--- config.mk ---
export PLATFORM = sky130hd
export DESIGN_NAME = memlock_ctrl
export DESIGN_NICKNAME = d
export VERILOG_FILES = /design/src/rtl/memlock_pkg.sv /design/src/rtl/memlock_keydec.sv /design/src/rtl/memlock_tracker.sv /design/src/rtl/memlock_wgate.sv /design/src/rtl/memlock_readfmt.sv /design/src/rtl/memlock_ctrl.sv
export SDC_FILE = /design/constraint.sdc
export NUM_CORES = 1
export LEC_CHECK = 0
export ABC_AREA = 1
export ABC_CLOCK_PERIOD_IN_PS = 2500
export CORE_ASPECT_RATIO = 1.4
export CORE_MARGIN = 3
export CORE_UTILIZATION = 25
export DETAILED_ROUTE_END_ITERATION = 8
export GPL_TIMING_DRIVEN = 0
export HOLD_SLACK_MARGIN = 0.02
export PLACE_DENSITY = 0.84
export SLEW_MARGIN = 20
export SYNTH_ARGS = -nofsm -noshare
export SYNTH_HDL_FRONTEND = slang
export SYNTH_HIERARCHICAL = 1
export SYNTH_SLANG_ARGS = --single-unit
export TNS_END_PERCENT = 20
--- constraint.sdc ---
create_clock -name clk -period 2.5 [get_ports clk]
set_input_delay 0.5 -clock clk [delete_from_list [all_inputs] [get_ports clk]]
set_output_delay 0.5 -clock clk [all_outputs]
set_load 0.05 [all_outputs]
--- src/rtl/memlock_pkg.sv ---
package memlock_pkg;
  localparam int unsigned DEF_DATA_W   = 32;
  localparam int unsigned DEF_UKEY_LSB = 1;
  localparam int unsigned DEF_UKEY_W   = 3;
  localparam int unsigned DEF_LKEY_LSB = 4;
  localparam int unsigned DEF_LKEY_W   = 4;
  localparam logic [3:0]  DEF_LOCK_CODE = 4'b1001;

  // Key for unlock step k (0-based): the low k+1 bits set.
  function automatic logic [31:0] step_key(input int unsigned k);
    logic [31:0] v;
    v = '0;
    for (int unsigned i = 0; i < 32; i++) begin
      if (i <= k) v[i] = 1'b1;
    end
    return v;
  endfunction
endpackage

--- src/rtl/memlock_keydec.sv ---
module memlock_keydec
  import memlock_pkg::*;
#(
  parameter int unsigned UKEY_W    = DEF_UKEY_W,
  parameter int unsigned LKEY_W    = DEF_LKEY_W,
  parameter logic [LKEY_W-1:0] LOCK_CODE = DEF_LOCK_CODE
) (
  input  logic [UKEY_W-1:0] ukey,
  input  logic [LKEY_W-1:0] lkey,
  output logic              lock_hit,
  output logic [UKEY_W-1:0] step_hit
);
  logic lkey_clear;
  logic ukey_clear;

  assign lkey_clear = (lkey == '0);
  assign ukey_clear = (ukey == '0);
  assign lock_hit   = ukey_clear && (lkey == LOCK_CODE);

  for (genvar k = 0; k < UKEY_W; k++) begin : g_step
    localparam logic [31:0] KEY_FULL = step_key(k);
    assign step_hit[k] = lkey_clear && (ukey == KEY_FULL[UKEY_W-1:0]);
  end
endmodule

--- src/rtl/memlock_tracker.sv ---
module memlock_tracker #(
  parameter int unsigned STEPS = 3
) (
  input  logic             clk,
  input  logic             rst,
  input  logic             wr_hit,
  input  logic             lock_hit,
  input  logic [STEPS-1:0] step_hit,
  output logic             unlocked_q
);
  localparam int unsigned STEP_W = (STEPS > 1) ? $clog2(STEPS) : 1;
  localparam logic [STEP_W-1:0] LAST = STEP_W'(STEPS - 1);

  logic [STEP_W-1:0] seen_q, seen_d;
  logic              unl_d;
  logic              expect_hit;

  // Select the step the tracker waits for.
  always_comb begin
    expect_hit = 1'b0;
    for (int unsigned k = 0; k < STEPS; k++) begin
      if (seen_q == STEP_W'(k)) expect_hit = step_hit[k];
    end
  end

  always_comb begin
    seen_d = seen_q;
    unl_d  = unlocked_q;
    if (wr_hit) begin
      if (lock_hit) begin
        seen_d = '0;
        unl_d  = 1'b0;
      end else if (expect_hit) begin
        if (seen_q == LAST) begin
          seen_d = '0;
          unl_d  = 1'b1;
        end else begin
          seen_d = seen_q + 1'b1;
        end
      end else if (step_hit[0]) begin
        seen_d = STEP_W'(1 % STEPS);
      end else begin
        seen_d = '0;
      end
    end
  end

  always_ff @(posedge clk) begin
    if (rst) begin
      seen_q     <= '0;
      unlocked_q <= 1'b0;
    end else begin
      seen_q     <= seen_d;
      unlocked_q <= unl_d;
    end
  end
endmodule

--- src/rtl/memlock_wgate.sv ---
module memlock_wgate (
  input  logic unlocked,
  input  logic req_we,
  output logic mem_we
);
  assign mem_we = req_we & unlocked;
endmodule

--- src/rtl/memlock_readfmt.sv ---
module memlock_readfmt #(
  parameter int unsigned DATA_W = 32
) (
  input  logic              unlocked,
  output logic [DATA_W-1:0] rdata
);
  always_comb begin
    rdata    = '0;
    rdata[0] = unlocked;
  end
endmodule

--- src/rtl/memlock_ctrl.sv ---
module memlock_ctrl
  import memlock_pkg::*;
#(
  parameter int unsigned DATA_W   = DEF_DATA_W,
  parameter int unsigned UKEY_LSB = DEF_UKEY_LSB,
  parameter int unsigned UKEY_W   = DEF_UKEY_W,
  parameter int unsigned LKEY_LSB = DEF_LKEY_LSB,
  parameter int unsigned LKEY_W   = DEF_LKEY_W,
  parameter logic [LKEY_W-1:0] LOCK_CODE = DEF_LOCK_CODE
) (
  input  logic              clk,
  input  logic              rst,
  input  logic              bus_wr,
  input  logic              bus_sel,
  input  logic [DATA_W-1:0] bus_wdata,
  output logic [DATA_W-1:0] bus_rdata,
  output logic              unlocked_o,
  input  logic              req_we,
  output logic              mem_we_o
);
  localparam int unsigned USED_TOP = LKEY_LSB + LKEY_W;

  logic              wr_hit;
  logic [UKEY_W-1:0] ukey;
  logic [LKEY_W-1:0] lkey;
  logic              lock_hit;
  logic [UKEY_W-1:0] step_hit;
  logic              unused_wdata;

  assign wr_hit = bus_wr & bus_sel;
  assign ukey   = bus_wdata[UKEY_LSB +: UKEY_W];
  assign lkey   = bus_wdata[LKEY_LSB +: LKEY_W];
  assign unused_wdata = ^{bus_wdata[DATA_W-1:USED_TOP], bus_wdata[0]};

  memlock_keydec #(
    .UKEY_W(UKEY_W), .LKEY_W(LKEY_W), .LOCK_CODE(LOCK_CODE)
  ) u_keydec (
    .ukey(ukey), .lkey(lkey), .lock_hit(lock_hit), .step_hit(step_hit)
  );

  memlock_tracker #(.STEPS(UKEY_W)) u_tracker (
    .clk(clk), .rst(rst), .wr_hit(wr_hit), .lock_hit(lock_hit),
    .step_hit(step_hit), .unlocked_q(unlocked_o)
  );

  memlock_wgate u_wgate (
    .unlocked(unlocked_o), .req_we(req_we), .mem_we(mem_we_o)
  );

  memlock_readfmt #(.DATA_W(DATA_W)) u_readfmt (
    .unlocked(unlocked_o), .rdata(bus_rdata)
  );
endmodule

==> run metrics <==
run status=finished clean; Top-Level Pins=71; Synth Warn #=6; aggregate routed wire length=~980 um; maximum fanout along the worst path=1; cell area reported after detailed placement=roughly 770 um2; highest clock rate=approximately 430 MHz; Resize count post-CTS=0; layout net count=between 150 and 200; number of input and output port buffers inserted=14; leakage=between 0.4 and 0.5 nW; post-route standard cell area excluding fillers=799.5 um2; pwr/cell area=~380 nW/um2; H-Tree Depth=1; number of max-capacitance violations reported=0; via count of the routed design=483; Worst setup EP type=primary output; Final Worst Setup Slack=~0.16 ns; count of hold buffers inserted by post-cts repair=0; Seq/Total Area, Yosys=12.12%; Routed WL per cell=6.724 um; syn_area_per_cell=between 6 and 7 um2; most common cell after layout, fill and taps aside=sky130_fd_sc_hd__buf_4; Area growth, synth to finish=61.36%; shortest clock period the worst path allows after layout=between 2 and 2.5 ns; gate count after technology mapping=77; number of antenna diodes=0; vertical die dimension=about 59 um; sort of element at the start of the critical path=input pin; worst-skew pair later-pin latency=around 0.24 ns; total track usage=about 7.4%; total DRC errors in the routed layout=0; critical path class=in2out; die extent in x=43.63 um; post-detailed-placement half-perimeter wirelength=roughly 900 um; class of the tightest hold or removal check=reg2reg; DRC marker count from the first detailed-route iteration=13; via count of the first global-routing pass=365; number of detailed-route iterations in the first pass=4; post-CTS setup buffer count=0; ratio of cells with drive above 1 in the final layout=between 30% and 40%; number of unique standard cell types used by synthesis=15; area enclosed by the die boundary=about 2600 um2; max-slew violation count=0; worst vdd rail ir drop=about 270 uV; wire length of the first global-routing pass=around 1.4 mm; Final Hold Vio Count=0; Pwr Total=around 0.31 mW; count of state elements after synthesis=3; worst slack at placement=roughly 0.15 ns; RSZ-0062 raised after global routing=no; clock tree from TritonCTS=done; arrival time reported for the critical path endpoint=~1.8 ns; Core Area=1824 um2; antenna violations before repair=0; maximum buffer depth of the clock tree=2; post-route fraction of the period consumed by the critical path=93.74%; slew margin rel.=66.39%; # rows=18; CTS sink count=3; Max Clock Skew=approximately 0.0062 ns; CTS clock-pin slew for the worst setup and hold paths=0.04 ns; Via density=roughly 3.3; final setup violation count=0; TritonCTS Buffers=3; pin count of the biggest net entering global routing=5; CTS root buffer=sky130_fd_sc_hd__clkbuf_4; total negative slack=0 ns; post-synthesis instance area=~500 um2; weighted congestion reported at the end of routability-driven placement=approximately 0.74; setup slack, reg-to-reg=between 1.5 and 2 ns; final global-route overflow total=0; commonest cells after routing, fill and taps aside=sky130_fd_sc_hd__buf_4, sky130_fd_sc_hd__conb_1, sky130_fd_sc_hd__clkdlybuf4s50_1; CP required=2.00 ns; residual antenna-violating net count after detailed routing=0; Worst Tran Pin Value=roughly 0.50 ns; starting utilization of the core area=27.16%
==> state kept, by name, indices dropped and copies added (netlist names) <==
signal / flops
u_tracker/unlocked_q: 1
u_tracker/seen_q: 2
==> worst max-delay path, stage by stage <==
cell and delay [ns]:
sky130_fd_sc_hd__clkdlybuf4s50_1 0.45, sky130_fd_sc_hd__nand2_1 0.05, sky130_fd_sc_hd__inv_1 0.05, sky130_fd_sc_hd__clkdlybuf4s50_1 0.80
==> cells in the mapped netlist <==
cell | count | area (um2)
sky130_fd_sc_hd__nand2_1 | 8 | 30.03
sky130_fd_sc_hd__inv_2 | 2 | 7.510
sky130_fd_sc_hd__a21oi_2 | 2 | 17.52
sky130_fd_sc_hd__buf_4 | 32 | 240.2
sky130_fd_sc_hd__a21o_2 | 1 | 8.760
sky130_fd_sc_hd__nor2_2 | 1 | 6.260
sky130_fd_sc_hd__a21oi_1 | 1 | 5.000
sky130_fd_sc_hd__dfxtp_1 | 3 | 60.06
sky130_fd_sc_hd__nand3_2 | 1 | 10.01
sky130_fd_sc_hd__nor2_1 | 8 | 30.03
sky130_fd_sc_hd__nand3_1 | 7 | 35.03
sky130_fd_sc_hd__inv_1 | 8 | 30.03
sky130_fd_sc_hd__nor3_1 | 1 | 5.000
sky130_fd_sc_hd__conb_1 | 1 | 3.750
sky130_fd_sc_hd__nand4_1 | 1 | 6.260
==> layer usage <==
metal | part of all wire (%) | vias up | routed length, um | track usage, %
met4 | 0.82 | 0 | 8 | 3.879
met1 | 30 | 179 | 292 | 7.353
met2 | 47 | 34 | 460 | 11.88
met3 | 22 | 2 | 214 | 4.281
met5 | 0 | - | 0 | 0
li1 | - | 268 | - | -
==> cell families (layout without fill, tap and decap cells) <==
family | Yosys count | after routing | synth area share (%)
buffers and inverters | 42 | 60 | 56.06
AND/OR/NAND/NOR | 27 | 27 | 24.75
AO/OA/AOI/OAI | 4 | 4 | 6.313
flip-flops | 3 | 3 | 12.12
other | 1 | 31 | 0.7568
==> cell type report <==
cell class	instances	area, um2
buffer	32	240.2
multi-input combinational	62	270.3
timing repair buffer	14	140.1
fill	190	1025
sequential	3	60.06
clock buffer	4	26.28
tap	20	25.02
inverter	10	37.54
==> worst paths after layout <==
kind / startpoint / end / depth (start not counted)
max: req_we / mem_we_o / 4
min: u_tracker/unlocked_q / u_tracker/unlocked_q / 2
max reg2reg: u_tracker/seen_q[0] / u_tracker/unlocked_q / 5
min reg2reg: u_tracker/unlocked_q / u_tracker/unlocked_q / 2
==> metrics by stage <==
step | hold WS, ns | util, % | instances
after floorplan | 0.4749 | - | 107
after global placement | 0.4833 | 42.39 | 141
after detailed placement | 0.4902 | 42.39 | 141
after CTS | 0.4950 | 43.83 | 145
after global routing | 0.5202 | 43.83 | 145
final | 0.4849 | 43.83 | 145
==> where the power goes <==
group / total (mW) / internal [mW] / switching [mW]
sequential: 0.0481 / 0.0481 / 0.0000321
combinational: 0.170 / 0.0519 / 0.118
clock: 0.0888 / 0.0601 / 0.0287
total: 0.307 / 0.160 / 0.147
(Power assumes the default switching activity.)
